`src/rtl/issue_sb_pkg.sv`:
```
package issue_sb_pkg;

  typedef enum logic [2:0] {
    UNIT_ALU  = 3'd0,
    UNIT_MEM  = 3'd1,
    UNIT_FADD = 3'd2,
    UNIT_FMUL = 3'd3,
    UNIT_FDIV = 3'd4
  } unitE;

  localparam int RSN_W      = 4;
  localparam int RSN_STRUCT = 0;
  localparam int RSN_RAW    = 1;
  localparam int RSN_WAW    = 2;
  localparam int RSN_PORT   = 3;

  // strobes from control to datapath
  typedef struct packed {
    logic fire;     // instruction accepted this cycle
    logic claimWb;  // accepted instruction takes a write-port slot
    logic startDiv; // accepted instruction occupies the divider
  } sbStrobeT;

  function automatic int maxOf(input int a, input int b);
    return (a > b) ? a : b;
  endfunction

endpackage

```
`src/rtl/issue_sb_dp.sv`:
```
module issue_sb_dp
  import issue_sb_pkg::*;
#(
  parameter int NUM_REGS = 32,
  parameter int REG_W    = 5,
  parameter int CNT_W    = 5,
  parameter int RESV_D   = 25,
  parameter int DIV_II   = 24,
  parameter int DIV_W    = 5
) (
  input  logic              clk,
  input  logic              rstN,
  input  sbStrobeT          strb,
  input  logic [REG_W-1:0]  wrDst,
  input  logic [CNT_W-1:0]  wrLat,
  input  logic [REG_W-1:0]  rdA,
  input  logic [REG_W-1:0]  rdB,
  input  logic [REG_W-1:0]  rdD,
  output logic [CNT_W-1:0]  cntA,
  output logic [CNT_W-1:0]  cntB,
  output logic [CNT_W-1:0]  cntD,
  output logic [RESV_D-1:0] resvVec,
  output logic              divBusy
);

  logic [CNT_W-1:0]  regCnt [NUM_REGS];
  logic [RESV_D-1:0] resvNext;
  logic [DIV_W-1:0]  divCnt;

  // per-register remaining-cycles counters
  always_ff @(posedge clk) begin
    for (int i = 0; i < NUM_REGS; i++) begin
      if (!rstN) begin
        regCnt[i] <= '0;
      end else if (strb.fire && strb.claimWb && (wrDst == REG_W'(i))) begin
        regCnt[i] <= wrLat;
      end else if (regCnt[i] != '0) begin
        regCnt[i] <= regCnt[i] - 1'b1;
      end
    end
  end

  assign cntA = regCnt[rdA];
  assign cntB = regCnt[rdB];
  assign cntD = regCnt[rdD];

  // write-port reservation: bit k means the port is taken k cycles from now
  generate
    for (genvar k = 0; k < RESV_D; k++) begin : g_resv
      logic setHere;
      assign setHere = strb.fire && strb.claimWb &&
                       ({1'b0, wrLat} == (CNT_W + 1)'(k));
      if (k < RESV_D - 1) begin : g_mid
        assign resvNext[k] = resvVec[k+1] | setHere;
      end else begin : g_top
        assign resvNext[k] = setHere;
      end
    end
  endgenerate

  always_ff @(posedge clk) begin
    if (!rstN) resvVec <= '0;
    else       resvVec <= resvNext;
  end

  // divider initiation-interval countdown
  always_ff @(posedge clk) begin
    if (!rstN) begin
      divCnt <= '0;
    end else if (strb.fire && strb.startDiv) begin
      divCnt <= DIV_W'(DIV_II - 1);
    end else if (divCnt != '0) begin
      divCnt <= divCnt - 1'b1;
    end
  end

  assign divBusy = (divCnt != '0);

endmodule

```
`src/rtl/issue_sb_ctrl.sv`:
```
module issue_sb_ctrl
  import issue_sb_pkg::*;
#(
  parameter int CNT_W    = 5,
  parameter int RESV_D   = 25,
  parameter int LAT_ALU  = 0,
  parameter int LAT_MEM  = 1,
  parameter int LAT_FADD = 3,
  parameter int LAT_FMUL = 6,
  parameter int LAT_FDIV = 23
) (
  input  logic              inValid,
  input  logic [2:0]        inUnit,
  input  logic              inUseA,
  input  logic              inUseB,
  input  logic              inWrites,
  input  logic [CNT_W-1:0]  cntA,
  input  logic [CNT_W-1:0]  cntB,
  input  logic [CNT_W-1:0]  cntD,
  input  logic [RESV_D-1:0] resvVec,
  input  logic              divBusy,
  output logic [CNT_W-1:0]  lat,
  output sbStrobeT          strb,
  output logic              inReady,
  output logic              stall,
  output logic [RSN_W-1:0]  stallReason
);

  logic             isDiv;
  logic             hzStruct, hzRaw, hzWaw, hzPort, hzAny;
  logic [CNT_W:0]   wbSlot;
  logic             slotTaken;

  always_comb begin
    unique case (inUnit)
      UNIT_MEM:  lat = CNT_W'(LAT_MEM);
      UNIT_FADD: lat = CNT_W'(LAT_FADD);
      UNIT_FMUL: lat = CNT_W'(LAT_FMUL);
      UNIT_FDIV: lat = CNT_W'(LAT_FDIV);
      default:   lat = CNT_W'(LAT_ALU);
    endcase
  end

  assign isDiv  = (inUnit == UNIT_FDIV);
  assign wbSlot = {1'b0, lat} + 1'b1;

  always_comb begin
    slotTaken = 1'b0;
    for (int k = 0; k < RESV_D; k++) begin
      if (wbSlot == (CNT_W + 1)'(k)) slotTaken = resvVec[k];
    end
  end

  assign hzStruct = isDiv && divBusy;
  assign hzRaw    = (inUseA && (cntA != '0)) || (inUseB && (cntB != '0));
  assign hzWaw    = inWrites && (cntD > lat);
  assign hzPort   = inWrites && slotTaken;
  assign hzAny    = hzStruct || hzRaw || hzWaw || hzPort;

  assign inReady = !hzAny;
  assign stall   = inValid && hzAny;

  // priority one-hot reason
  always_comb begin
    stallReason = '0;
    if (inValid) begin
      if (hzStruct)    stallReason[RSN_STRUCT] = 1'b1;
      else if (hzRaw)  stallReason[RSN_RAW]    = 1'b1;
      else if (hzWaw)  stallReason[RSN_WAW]    = 1'b1;
      else if (hzPort) stallReason[RSN_PORT]   = 1'b1;
    end
  end

  assign strb.fire     = inValid && !hzAny;
  assign strb.claimWb  = inWrites;
  assign strb.startDiv = isDiv;

endmodule

```
`src/rtl/issue_sb.sv`:
```
module issue_sb
  import issue_sb_pkg::*;
#(
  parameter int NUM_REGS = 32,
  parameter int LAT_ALU  = 0,
  parameter int LAT_MEM  = 1,
  parameter int LAT_FADD = 3,
  parameter int LAT_FMUL = 6,
  parameter int LAT_FDIV = 23,
  parameter int DIV_II   = 24
) (
  input  logic       clk,
  input  logic       rstN,
  input  logic       inValid,
  input  logic [2:0] inUnit,
  input  logic       inUseA,
  input  logic [4:0] inSrcA,
  input  logic       inUseB,
  input  logic [4:0] inSrcB,
  input  logic       inWrites,
  input  logic [4:0] inDst,
  output logic       inReady,
  output logic       stall,
  output logic [3:0] stallReason
);

  localparam int REG_W   = $clog2(NUM_REGS);
  localparam int MAX_LAT = maxOf(maxOf(maxOf(LAT_ALU, LAT_MEM), maxOf(LAT_FADD, LAT_FMUL)), LAT_FDIV);
  localparam int CNT_W   = $clog2(MAX_LAT + 2);
  localparam int RESV_D  = MAX_LAT + 2;
  localparam int DIV_W   = $clog2(DIV_II);

  sbStrobeT          strb;
  logic [CNT_W-1:0]  lat;
  logic [CNT_W-1:0]  cntA, cntB, cntD;
  logic [RESV_D-1:0] resvVec;
  logic              divBusy;

  issue_sb_ctrl #(
    .CNT_W(CNT_W), .RESV_D(RESV_D),
    .LAT_ALU(LAT_ALU), .LAT_MEM(LAT_MEM), .LAT_FADD(LAT_FADD),
    .LAT_FMUL(LAT_FMUL), .LAT_FDIV(LAT_FDIV)
  ) u_ctrl (
    .inValid(inValid), .inUnit(inUnit), .inUseA(inUseA), .inUseB(inUseB),
    .inWrites(inWrites), .cntA(cntA), .cntB(cntB), .cntD(cntD),
    .resvVec(resvVec), .divBusy(divBusy), .lat(lat), .strb(strb),
    .inReady(inReady), .stall(stall), .stallReason(stallReason)
  );

  issue_sb_dp #(
    .NUM_REGS(NUM_REGS), .REG_W(REG_W), .CNT_W(CNT_W), .RESV_D(RESV_D),
    .DIV_II(DIV_II), .DIV_W(DIV_W)
  ) u_dp (
    .clk(clk), .rstN(rstN), .strb(strb),
    .wrDst(inDst[REG_W-1:0]), .wrLat(lat),
    .rdA(inSrcA[REG_W-1:0]), .rdB(inSrcB[REG_W-1:0]), .rdD(inDst[REG_W-1:0]),
    .cntA(cntA), .cntB(cntB), .cntD(cntD),
    .resvVec(resvVec), .divBusy(divBusy)
  );

endmodule

```
`config.mk`:
```
export PLATFORM = sky130hd
export DESIGN_NAME = issue_sb
export DESIGN_NICKNAME = d
export VERILOG_FILES = /design/src/rtl/issue_sb_pkg.sv /design/src/rtl/issue_sb_dp.sv /design/src/rtl/issue_sb_ctrl.sv /design/src/rtl/issue_sb.sv
export SDC_FILE = /design/constraint.sdc
export NUM_CORES = 1
export LEC_CHECK = 0
export BUFFER_PORTS_ARGS = -buffer_cell sky130_fd_sc_hd__buf_2
export CELL_PAD_IN_SITES_DETAIL_PLACEMENT = 0
export CELL_PAD_IN_SITES_GLOBAL_PLACEMENT = 2
export CORE_AREA = 2 2 162 195
export CTS_BUF_LIST = sky130_fd_sc_hd__clkbuf_16
export DETAILED_ROUTE_END_ITERATION = 12
export DIE_AREA = 0 0 164 197
export PLACE_DENSITY_LB_ADDON = 0.3
export SLEW_MARGIN = 20
export SYNTH_ARGS = -nofsm -noshare
export SYNTH_HDL_FRONTEND = slang
export SYNTH_SLANG_ARGS = --single-unit
```
`constraint.sdc`:
```
create_clock -name clk -period 11.94 [get_ports clk]
set_clock_uncertainty 0.2 [all_clocks]
set_input_delay 2.388 -clock clk [delete_from_list [all_inputs] [get_ports clk]]
set_output_delay 2.388 -clock clk [all_outputs]
set_load 0.02 [all_outputs]
```
==> results of run 1 <==
==> power groups by stage <==
stage                     clock network (mW)  logic, mW  registers [mW]
after floorplan                            0       1.22            1.29
after global placement                     0       1.48            1.50
after detailed placement                   0       1.50            1.49
after CTS                              0.607       1.51            1.47
after global routing                   0.625       1.70            1.51
final                                  0.601       1.52            1.49
==> worst reg2reg max path: cells and delay by family, from the launching register on <==
kind                       cells  cell delay [ns]
AOI/OAI and AO/OA              4             0.69
buffers and inverters          1             0.52
DFF                            1             0.54
adders and majority gates      1             0.31
muxes                          3             1.17
and+or+nand+nor                4             1.74
==> routing by layer <==
layer	routed length, um	part of all wire (%)	track usage [%]
met1	18400	42	37.6
met2	21000	47	44.4
met3	3430	7.8	4.63
met4	1360	3.1	9.42
met5	0	0	0
==> final timing paths <==
| check | to | cells past startpoint |
|---|---|---|
| min | u_dp.resvVec[11] | 1 |
| max | inReady | 13 |
| min reg2reg | u_dp.resvVec[11] | 1 |
| max reg2reg | u_dp.regCnt[7][0] | 13 |
==> registers in the layout, indices dropped and copies added, names as in the netlist <==
signal	flops
u_dp.divCnt	5
u_dp.regCnt	160
u_dp.resvVec	23
==> cells in the mapped netlist, drive strengths merged, types with 24 or more instances <==
cell type	instances
nor3	86
inv	85
o22ai	55
dfxtp	28
buf	31
nand3	102
nor2	99
xor2	40
mux2i	43
nand3b	24
clkbuf	60
ha	37
nand2	125
nor4	40
mux4	48
edfxtp	160
==> area by class of cell <==
class	instances	area, sq um	area share [%]
Multi-Input combinational cell	996	7430	51.3
Sequential cell	188	5370	37.1
Tap cell	396	495	3.43
Clock buffer	17	425	2.94
Inverter	85	319	2.21
Timing Repair Buffer	44	264	1.83
Clock inverter	15	166	1.15
==> cells by family after synthesis <==
logic type | count (synthesis)
and+or+nand+nor | 607
AOI/OAI and AO/OA | 202
DFF | 188
buffers and inverters | 176
muxes | 92
xor gates and xnor gates | 58
adders and majority gates | 37
==> per-stage QoR <==
step / worst slack (ns) / std cells / hold WS [ns]
global placement: 3.36 / 1709 / 0.206
floorplan: 2.57 / 1360 / 0.206
global route: 3.06 / 1741 / 0.241
CTS: 3.25 / 1741 / 0.230
finish: 3.28 / 1741 / 0.227
detailed placement: 3.26 / 1709 / 0.212
==> flow_summary.json, run 1 <==
{
  "die_w_um": 164,
  "slew_violations": 0,
  "final_cell_mix": "edfxtp_1 (160), nand2_1 (125), nand3_1 (101)",
  "start_util_pct": 44.4,
  "internal_power_mw": 2.05,
  "synth_top_family_by_area": "simple AND/OR/NAND/NOR gates",
  "critPathBufInv": 3,
  "p_total_mw": 3.61,
  "crit_required_ns": 9.35,
  "routedWlPerCell_um": 25.4,
  "vias": 11300,
  "clockBufferDepth": 2,
  "synth_xor_area_share_pct": 3.76,
  "synth-seq-cells": 188,
  "cp-end-kind": "primary output",
  "drive_gt1_share_pct": 14.8,
  "hold_viol": 0,
  "vdd_ir_drop_max_mv": 0.103,
  "yosysSeqAreaShare_pct": 39.8,
  "synth_compound_area_share_pct": 11.6,
  "area_growth_pct": 7.18,
  "dieArea_sq_um": 32300,
  "hp-class": "reg2reg",
  "avgSynthCellArea_sq_um": 9.92,
  "seqPwrFrac_pct": 41.3,
  "power_density_nw_per_um2": 250,
  "synth_edf_count": 160,
  "clock.fmax_mhz": 115,
  "ys_types": 74,
  "outcome": "finished, final reports clean",
  "globalplace.congestion": 0.911,
  "numCtsBuffers": 17,
  "clk_latency_ns": 0.47,
  "p_comb_share_pct": 42.1,
  "pwr-share-clk_pct": 16.6,
  "first_iter_violations": 1436,
  "vias_per_cell": 6.51,
  "fin_crit_ns": 8.66,
  "cpPeakStageDelay_ns": 0.60,
  "p_leak_nw": 5.15,
  "crit_path_max_fanout": 50,
  "worst_pin_slew_ns": 1.02,
  "track_usage_pct": 27.6,
  "rows": 70,
  "final.setup.tns_ns": 0,
  "n_antenna_cell": 0,
  "synthSimpleGateAreaFrac_pct": 24.7,
  "synth_area_leaders": "edfxtp_1 (36%), mux4_2 (8.0%), dfxtp_1 (4.2%), nand3_1 (3.8%), nand2_1 (3.5%)",
  "cts_resized": 0,
  "cts.htree.levels": 4,
  "ys_async_sr_fraction_pct": 0,
  "ant_nets": 0,
  "core_region_area_sq_um": 30400,
  "fill_cells": 2868,
  "r2r-start": "u_dp.regCnt[27][2]",
  "routed_wl_um": 44200,
  "cp_cell_sequence": "buf_2, buf_4, mux4_2, mux4_2, nand2_1, nand2_1, ha_1, a21oi_1, o22ai_1, o22ai_1, mux2i_4, a2111oi_0, buf_2",
  "layout.nets": 1393,
  "grt_pass1_vias": 10700,
  "synthAdderAreaFrac_pct": 3.43,
  "netlist.area_leader.share_pct": 35.6,
  "die_h_um": 197,
  "critPathKind": "in2out",
  "p_switching_mw": 1.57,
  "crit_path_start_kind": "input port",
  "grt_max_degree": 87,
  "p_sw_share_pct": 43.4,
  "min-delay-start": "u_dp.resvVec[12]",
  "synth_area_leader_cell": "edfxtp_1",
  "dr.pass1.iters": 8,
  "cts_tree": "built",
  "synth.net_count": 1421,
  "cts_setup_buffers": 0,
  "reg2reg_slack_ns": 6.61,
  "max_cap_viol_count": 0,
  "finalCritPeriodShare_pct": 72.6,
  "grt_antenna_before_repair": 0,
  "syn_area_sq_um": 13500,
  "crit_slowest_cell": "buf_4",
  "max-slew-margin-rel_pct": 31.6,
  "drcViolationCount": 0,
  "dp_hpwl_um": 31300,
  "port_buffers": 29,
  "crit_start": "inDst[0]",
  "setup_viol_count_final": 0,
  "grt-ovfl-total": 0,
  "grt_pass1_wl_um": 66300,
  "synth.area.mux_share_pct": 11.4,
  "final_common_cell": "edfxtp_1",
  "netlist_instances": 1360,
  "ctsHoldBuffers": 0,
  "arrival_ns": 6.08,
  "clk_pin_slew_ns": 0.08,
  "synth_flop_cell": "edfxtp_1",
  "cts.sinks": 188,
  "cp_top_family": "multiplexers",
  "ys_warn_count": 0,
  "rsz0062_at_grt": "no",
  "fin_area_sq_um": 14500,
  "io_pins": 30,
  "clockRootBuffer": "clkbuf_16",
  "placed_area_sq_um": 13900,
  "utilization_pct": 47.6
}
(Power assumes the default switching activity.)
==> run 2, diff against run 1 <==
ABC_AREA = 1   (was default)
CORE_AREA = 2 2 177 214   (was 2 2 162 195)
DIE_AREA = 0 0 179 216   (was 0 0 164 197)
clock period = 8.4 ns   (was 11.94 ns; I/O delays follow)
==> run 2 against run 1 <==
  * Core utilization down 7.7 points
  * Die area grew 20%
  * Sequential share of layout area fell by 0.26 points
  * Synthesized area shrank 0.63%
  * Via count grew 15%
  * Non-clock buffer count fell by 4
  * Synthesized cell count rose by 38%
  * Critical endpoint is now stall
  * Highest routed layer unchanged
==> flow_summary.json, run 2 <==
{
  "numCtsBuffers": 17,
  "layout.nets": 1931,
  "synth-seq-cells": 188,
  "netlist.area_leader.share_pct": 35.8,
  "grt-ovfl-total": 0,
  "fill_cells": 3883,
  "area_growth_pct": 8.61,
  "cp-end-kind": "primary output",
  "ant_nets": 0,
  "rsz0062_at_grt": "no",
  "vias": 13000,
  "synth_area_leader_cell": "edfxtp_1",
  "synth.net_count": 1943,
  "cts.sinks": 188,
  "hold_viol": 0,
  "clk_latency_ns": 0.48,
  "regMostFlops": "u_dp.regCnt",
  "track_usage_pct": 26.5,
  "ys_async_sr_fraction_pct": 0,
  "crit_required_ns": 6.52,
  "vias_per_cell": 5.52,
  "max-slew-margin-rel_pct": 21.9,
  "synth_flop_cell": "edfxtp_1",
  "crit_path_start_kind": "input port",
  "cts.htree.levels": 4,
  "slew_violations": 0,
  "cts_tree": "built",
  "final.setup.tns_ns": 0,
  "core_region_area_sq_um": 36500,
  "clockBufferDepth": 2,
  "vdd_ir_drop_max_mv": 0.133,
  "p_leak_nw": 6.82,
  "min-delay-start": "u_dp.resvVec[8]",
  "grt_pass1_vias": 12700,
  "top_regs": "u_dp.regCnt: 160 flops, u_dp.resvVec: 23 flops, u_dp.divCnt: 5 flops",
  "ys_warn_count": 0,
  "die_h_um": 216,
  "arrival_ns": 5.77,
  "critPathKind": "in2out",
  "finalCritPeriodShare_pct": 91.1,
  "setup_viol_count_final": 0,
  "final_common_cell": "nand2_1",
  "outcome": "finished, final reports clean",
  "reg2reg_slack_ns": 3.81,
  "r2r-end": "u_dp.regCnt[12][0]",
  "drcViolationCount": 0,
  "reg2regPathDepth": 20,
  "grt_pass1_wl_um": 76400,
  "synth_edf_count": 160,
  "io_pins": 30,
  "grt_antenna_before_repair": 0,
  "start_util_pct": 36.7,
  "first_iter_violations": 1199,
  "max_cap_viol_count": 0,
  "die_w_um": 179,
  "synthTopCellsByCount": "nand2_1 (544), inv_1 (230), nand3_1 (229)",
  "yosysMostFrequentCell": "nand2_1",
  "dieArea_sq_um": 38700,
  "dp_hpwl_um": 36100,
  "n_antenna_cell": 0,
  "hp-class": "reg2reg",
  "drive_gt1_share_pct": 5.31,
  "clockRootBuffer": "clkbuf_16",
  "routed_wl_um": 50100,
  "routedWlPerCell_um": 21.2,
  "grt_max_degree": 65,
  "fin_crit_ns": 7.65,
  "whs_endpoint": "u_dp.resvVec[7]",
  "cts_setup_buffers": 0,
  "rows": 77,
  "worst_pin_slew_ns": 1.17,
  "power_density_nw_per_um2": 313,
  "globalplace.congestion": 0.962,
  "netlist_instances": 1882,
  "holdPathStages": 2,
  "r2r-start": "u_dp.regCnt[28][1]",
  "crit_path_max_fanout": 35,
  "syn_area_sq_um": 13400,
  "p_total_mw": 4.56,
  "clock.fmax_mhz": 131,
  "synth_area_leaders": "edfxtp_1 (36%), nand2_1 (15%), nand3_1 (8.5%), inv_1 (6.4%), nor2_1 (4.8%)",
  "yosysSeqAreaShare_pct": 40.0,
  "ys_types": 34,
  "ctsHoldBuffers": 0,
  "port_buffers": 29,
  "largest_register_ffs": 160,
  "cts_resized": 0,
  "clk_pin_slew_ns": 0.08,
  "dr.pass1.iters": 6,
  "final_cell_mix": "nand2_1 (544), inv_1 (229), nand3_1 (229)",
  "avgSynthCellArea_sq_um": 7.12
}
run 2: changes by cell type in the layout (fill, tap and decap cells not counted), sizes merged, moves of 48 or more:
cell / change
inv: +147
nand3: +127
a21oi: +51
nor2: +85
nand2: +430
mux4: -48
nor3: -68
nand4: +92
run 2: kinds of logic (layout without fill, tap and decap cells):
logic type	Yosys count	in the layout	share of synthesized area, %
AOI/OAI and AO/OA	198	198	8.37
adders and majority gates	37	37	3.45
and+or+nand+nor	1082	1082	34.9
buffers and inverters	311	312	8.90
DFF	188	188	40.0
xor gates and xnor gates	66	66	4.31
run 2: where the power goes:
group / leakage [nW] / internal, mW / switching [mW]
registers: 1.95 / 1.45 / 0.339
clock network: 0.301 / 0.410 / 0.455
logic: 4.56 / 0.655 / 1.25
run 2: through the flow:
step	util [%]	setup WS, ns	cells	instance area (sq um)	hold WS, ns
3_5_place_dp	38.2	0.931	2325	13900	0.193
5_1_grt	39.9	0.574	2357	14600	0.230
6_report	39.9	0.745	2357	14600	0.209
3_3_place_gp	38.2	1.21	2325	13900	0.187
2_1_floorplan	-	2.02	1882	13400	0.186
4_1_cts	39.9	0.893	2357	14600	0.212
run 2: metal layers:
metal / GRT usage, % / wire, um / vias to the layer above
met5: 0 / 0 / -
met2: 45.0 / 24400 / 429
met4: 10.7 / 1920 / 0
met1: 33.6 / 21000 / 6188
met3: 3.59 / 2690 / 101
li1: - / - / 6295
run 2: layout make-up:
cell class	instances	area, sq um	area share [%]
tap	474	593	4.07
inverter	240	901	6.19
multi-input combinational	1383	6850	47.0
clock buffer	17	425	2.92
sequential	188	5370	36.8
timing repair buffer	40	230	1.58
clock inverter	15	199	1.37
run 2: worst max-delay path by stage:
stage	startpoint	endpoint	slack, ns	depth (start not counted)
3_5_place_dp	inDst[1]	stall	0.93	18
2_1_floorplan	inDst[1]	stall	2.02	18
4_1_cts	inDst[1]	stall	0.89	18
5_1_grt	inDst[1]	stall	0.57	18
6_report	inDst[1]	stall	0.75	18
3_3_place_gp	inDst[1]	stall	1.21	18
run 2: critical path, cell delays in order:
cell and delay [ns]:
buf_2 0.22, inv_2 0.11, nor2_1 0.32, clkinv_1 0.98, o22ai_1 0.43, o21ai_0 0.21, nand4_1 0.18, nor2_1 0.07
a41oi_1 0.24, ha_1 0.28, and3_1 0.16, nand3_1 0.08, nand3_1 0.07, nand2_1 0.16, nand2_1 0.11, nor3_1 0.22
nor2_1 0.07, buf_2 0.16
==> run 3, diff against run 2 <==
==> constraint.sdc (replaced) <==
create_clock -name clk -period 8.4 [get_ports clk]
set_clock_uncertainty 0.2 [all_clocks]
set_input_delay 0.84 -clock clk [delete_from_list [all_inputs] [get_ports clk]]
set_output_delay 0.84 -clock clk [all_outputs]
set_load 0.02 [all_outputs]
==> run 3 against run 2 <==
  * Clock-buffer cell count up 2
  * Core utilization down 0.055 points
  * Worst setup slack better by 1.9 ns
  * Die area unchanged
  * Sequential share of layout area up 0.051 points
  * Clock power fell by 4.0%
  * Combinational power hardly changed
  * Highest routed layer unchanged
  * Final area down 0.14%
  * Critical path depth increased by 4
  * First-iteration DRC count down 20%
  * Total power down 1.7%
  * Worst hold slack worse by 0.00071 ns
==> flow_summary.json, run 3 (same netlist as run 2, synthesis figures left out) <==
{
  "die_w_um": 179,
  "io_pins": 30,
  "crit_start": "inDst[0]",
  "reg2reg_slack_ns": 3.59,
  "cts.sinks": 188,
  "critPathKind": "in2reg",
  "hold_viol": 0,
  "vias": 12900,
  "seqCellArea_sq_um": 5370,
  "cts.htree.levels": 4,
  "clock.fmax_mhz": 173,
  "cts_setup_buffers": 0,
  "outcome": "finished, final reports clean",
  "globalplace.congestion": 0.910,
  "cp_top_family": "simple AND/OR/NAND/NOR gates",
  "layout.nets": 1933,
  "grt_antenna_before_repair": 1,
  "p_switching_mw": 1.95,
  "critPathBufInv": 4,
  "crit_required_ns": 8.32,
  "seqPwrFrac_pct": 39.7,
  "core_region_area_sq_um": 36500,
  "grt_max_degree": 75,
  "die_h_um": 216,
  "internal_power_mw": 2.53,
  "clk_pin_slew_ns": 0.08,
  "dieArea_sq_um": 38700,
  "largest_register_ffs": 160,
  "holdPathStages": 2,
  "final.setup.tns_ns": 0,
  "grt_pass1_wl_um": 74800,
  "p_leak_nw": 6.83,
  "dp_slack_ns": 1.59,
  "crit_slowest_cell": "nor2_2",
  "dp_hpwl_um": 35800,
  "p_comb_share_pct": 41.8,
  "pwr-share-clk_pct": 18.5,
  "clk_latency_ns": 0.47,
  "crit_path_max_fanout": 20,
  "vias_per_cell": 5.48,
  "arrival_ns": 5.69,
  "top_regs": "u_dp.regCnt: 160 flops, u_dp.resvVec: 23 flops, u_dp.divCnt: 5 flops",
  "hp-class": "reg2reg",
  "power_density_nw_per_um2": 308,
  "cp-end-kind": "flip-flop",
  "worst_pin_slew_ns": 1.15,
  "ctsHoldBuffers": 0,
  "numCtsBuffers": 17,
  "rsz0062_at_grt": "no",
  "max-slew-margin-rel_pct": 23.0,
  "crit_path_start_kind": "input port",
  "r2r-start": "u_dp.regCnt[4][2]",
  "clockBufferDepth": 2,
  "drcViolationCount": 0,
  "finalCritPeriodShare_pct": 68.6,
  "clockRootBuffer": "clkbuf_16",
  "port_buffers": 29,
  "utilization_pct": 39.8,
  "area_growth_pct": 8.46,
  "routed_wl_um": 49600,
  "cts_tree": "built",
  "start_util_pct": 36.7,
  "track_usage_pct": 26.0,
  "instances_no_fill": 2360,
  "dr.pass1.iters": 5,
  "setup_viol_count_final": 0,
  "first_iter_violations": 961,
  "final_common_cell": "nand2_1",
  "cp_cell_sequence": "buf_2, inv_2, nor2_1, clkinv_1, buf_4, o22ai_1, o21ai_0, nand4_1, nand2_1, nand2_1, ha_1, and3_1, nand3_1, nand3_1, nand2_1, nand2_1, nor2_2, nand2_2, nor2_8, nand2_2, nand3_1, nand3_1",
  "rows": 77,
  "grt-ovfl-total": 0,
  "dp_cells": 2327,
  "max_cap_viol_count": 0,
  "routedWlPerCell_um": 21.0,
  "slew_violations": 0,
  "regMostFlops": "u_dp.regCnt",
  "fin_crit_ns": 5.76,
  "multi_input_area_sq_um": 6850,
  "cts_resized": 0,
  "whs_ns": 0.208,
  "drive_gt1_share_pct": 5.36,
  "setup_ws_ns": 2.64,
  "final_cell_mix": "nand2_1 (544), inv_1 (231), nand3_1 (229)",
  "p_sw_share_pct": 43.5,
  "fill_cells": 3850,
  "vdd_ir_drop_max_mv": 0.130,
  "cp.depth": 22,
  "min-delay-start": "u_dp.resvVec[16]",
  "reg2regPathDepth": 17,
  "ant_nets": 0,
  "cpPeakStageDelay_ns": 0.67,
  "grt_pass1_vias": 12600
}
==> run 3: worst reg2reg max path, stage by stage, from the launching register on <==
cell and delay [ns]:
edfxtp_1 0.46, a22oi_1 0.26, o221ai_1 0.28, a221oi_1 0.36
a31oi_1 0.12, ha_1 0.32, and3_1 0.18, nand3_1 0.08
nand2_1 0.07, inv_2 0.03, nand2_1 0.09, nand2_1 0.09
nor2_2 0.67, nand2_2 0.30, nor2_8 0.38, nand2_2 0.20
nand3_1 0.14, nand3_1 0.24
==> run 3: layer usage <==
metal | share of wire, % | track usage [%] | up-vias
met5 | 0 | 0 | -
met4 | 3.3 | 9.89 | 0
met3 | 5.3 | 3.14 | 83
met2 | 50 | 45.4 | 406
met1 | 41 | 32.6 | 6160
li1 | - | - | 6293
==> run 3: final cells by class <==
| type | instances | share of cell area, % |
|---|---|---|
| Clock buffer | 19 | 3.27 |
| Multi-Input combinational cell | 1383 | 47.1 |
| Inverter | 240 | 6.19 |
| Clock inverter | 13 | 0.766 |
| Tap cell | 474 | 4.08 |
| Timing Repair Buffer | 42 | 1.69 |
| Antenna cell | 1 | 0.0172 |
| Sequential cell | 188 | 36.9 |
==> run 3: final timing paths <==
| check | end |
|---|---|
| setup reg to reg | u_dp.regCnt[25][1] |
| hold / removal | u_dp.resvVec[15] |
| setup / recovery | u_dp.regCnt[25][1] |
| hold reg to reg | u_dp.resvVec[15] |
==> run 3: stage by stage <==
step           total power [mW]  cell area [sq um]
3_3_place_gp               3.65              14000
5_1_grt                    4.82              14500
6_report                   4.48              14500
3_5_place_dp               3.64              14000
2_1_floorplan              3.07              13400
4_1_cts                    4.48              14500
==> run 3: power groups by stage <==
stage          sequential, mW  combinational [mW]  clock [mW]
2_1_floorplan            1.66                1.41           0
6_report                 1.78                1.87       0.830
5_1_grt                  1.82                2.12       0.877
3_3_place_gp             1.80                1.85           0
4_1_cts                  1.78                1.86       0.846
3_5_place_dp             1.80                1.84           0
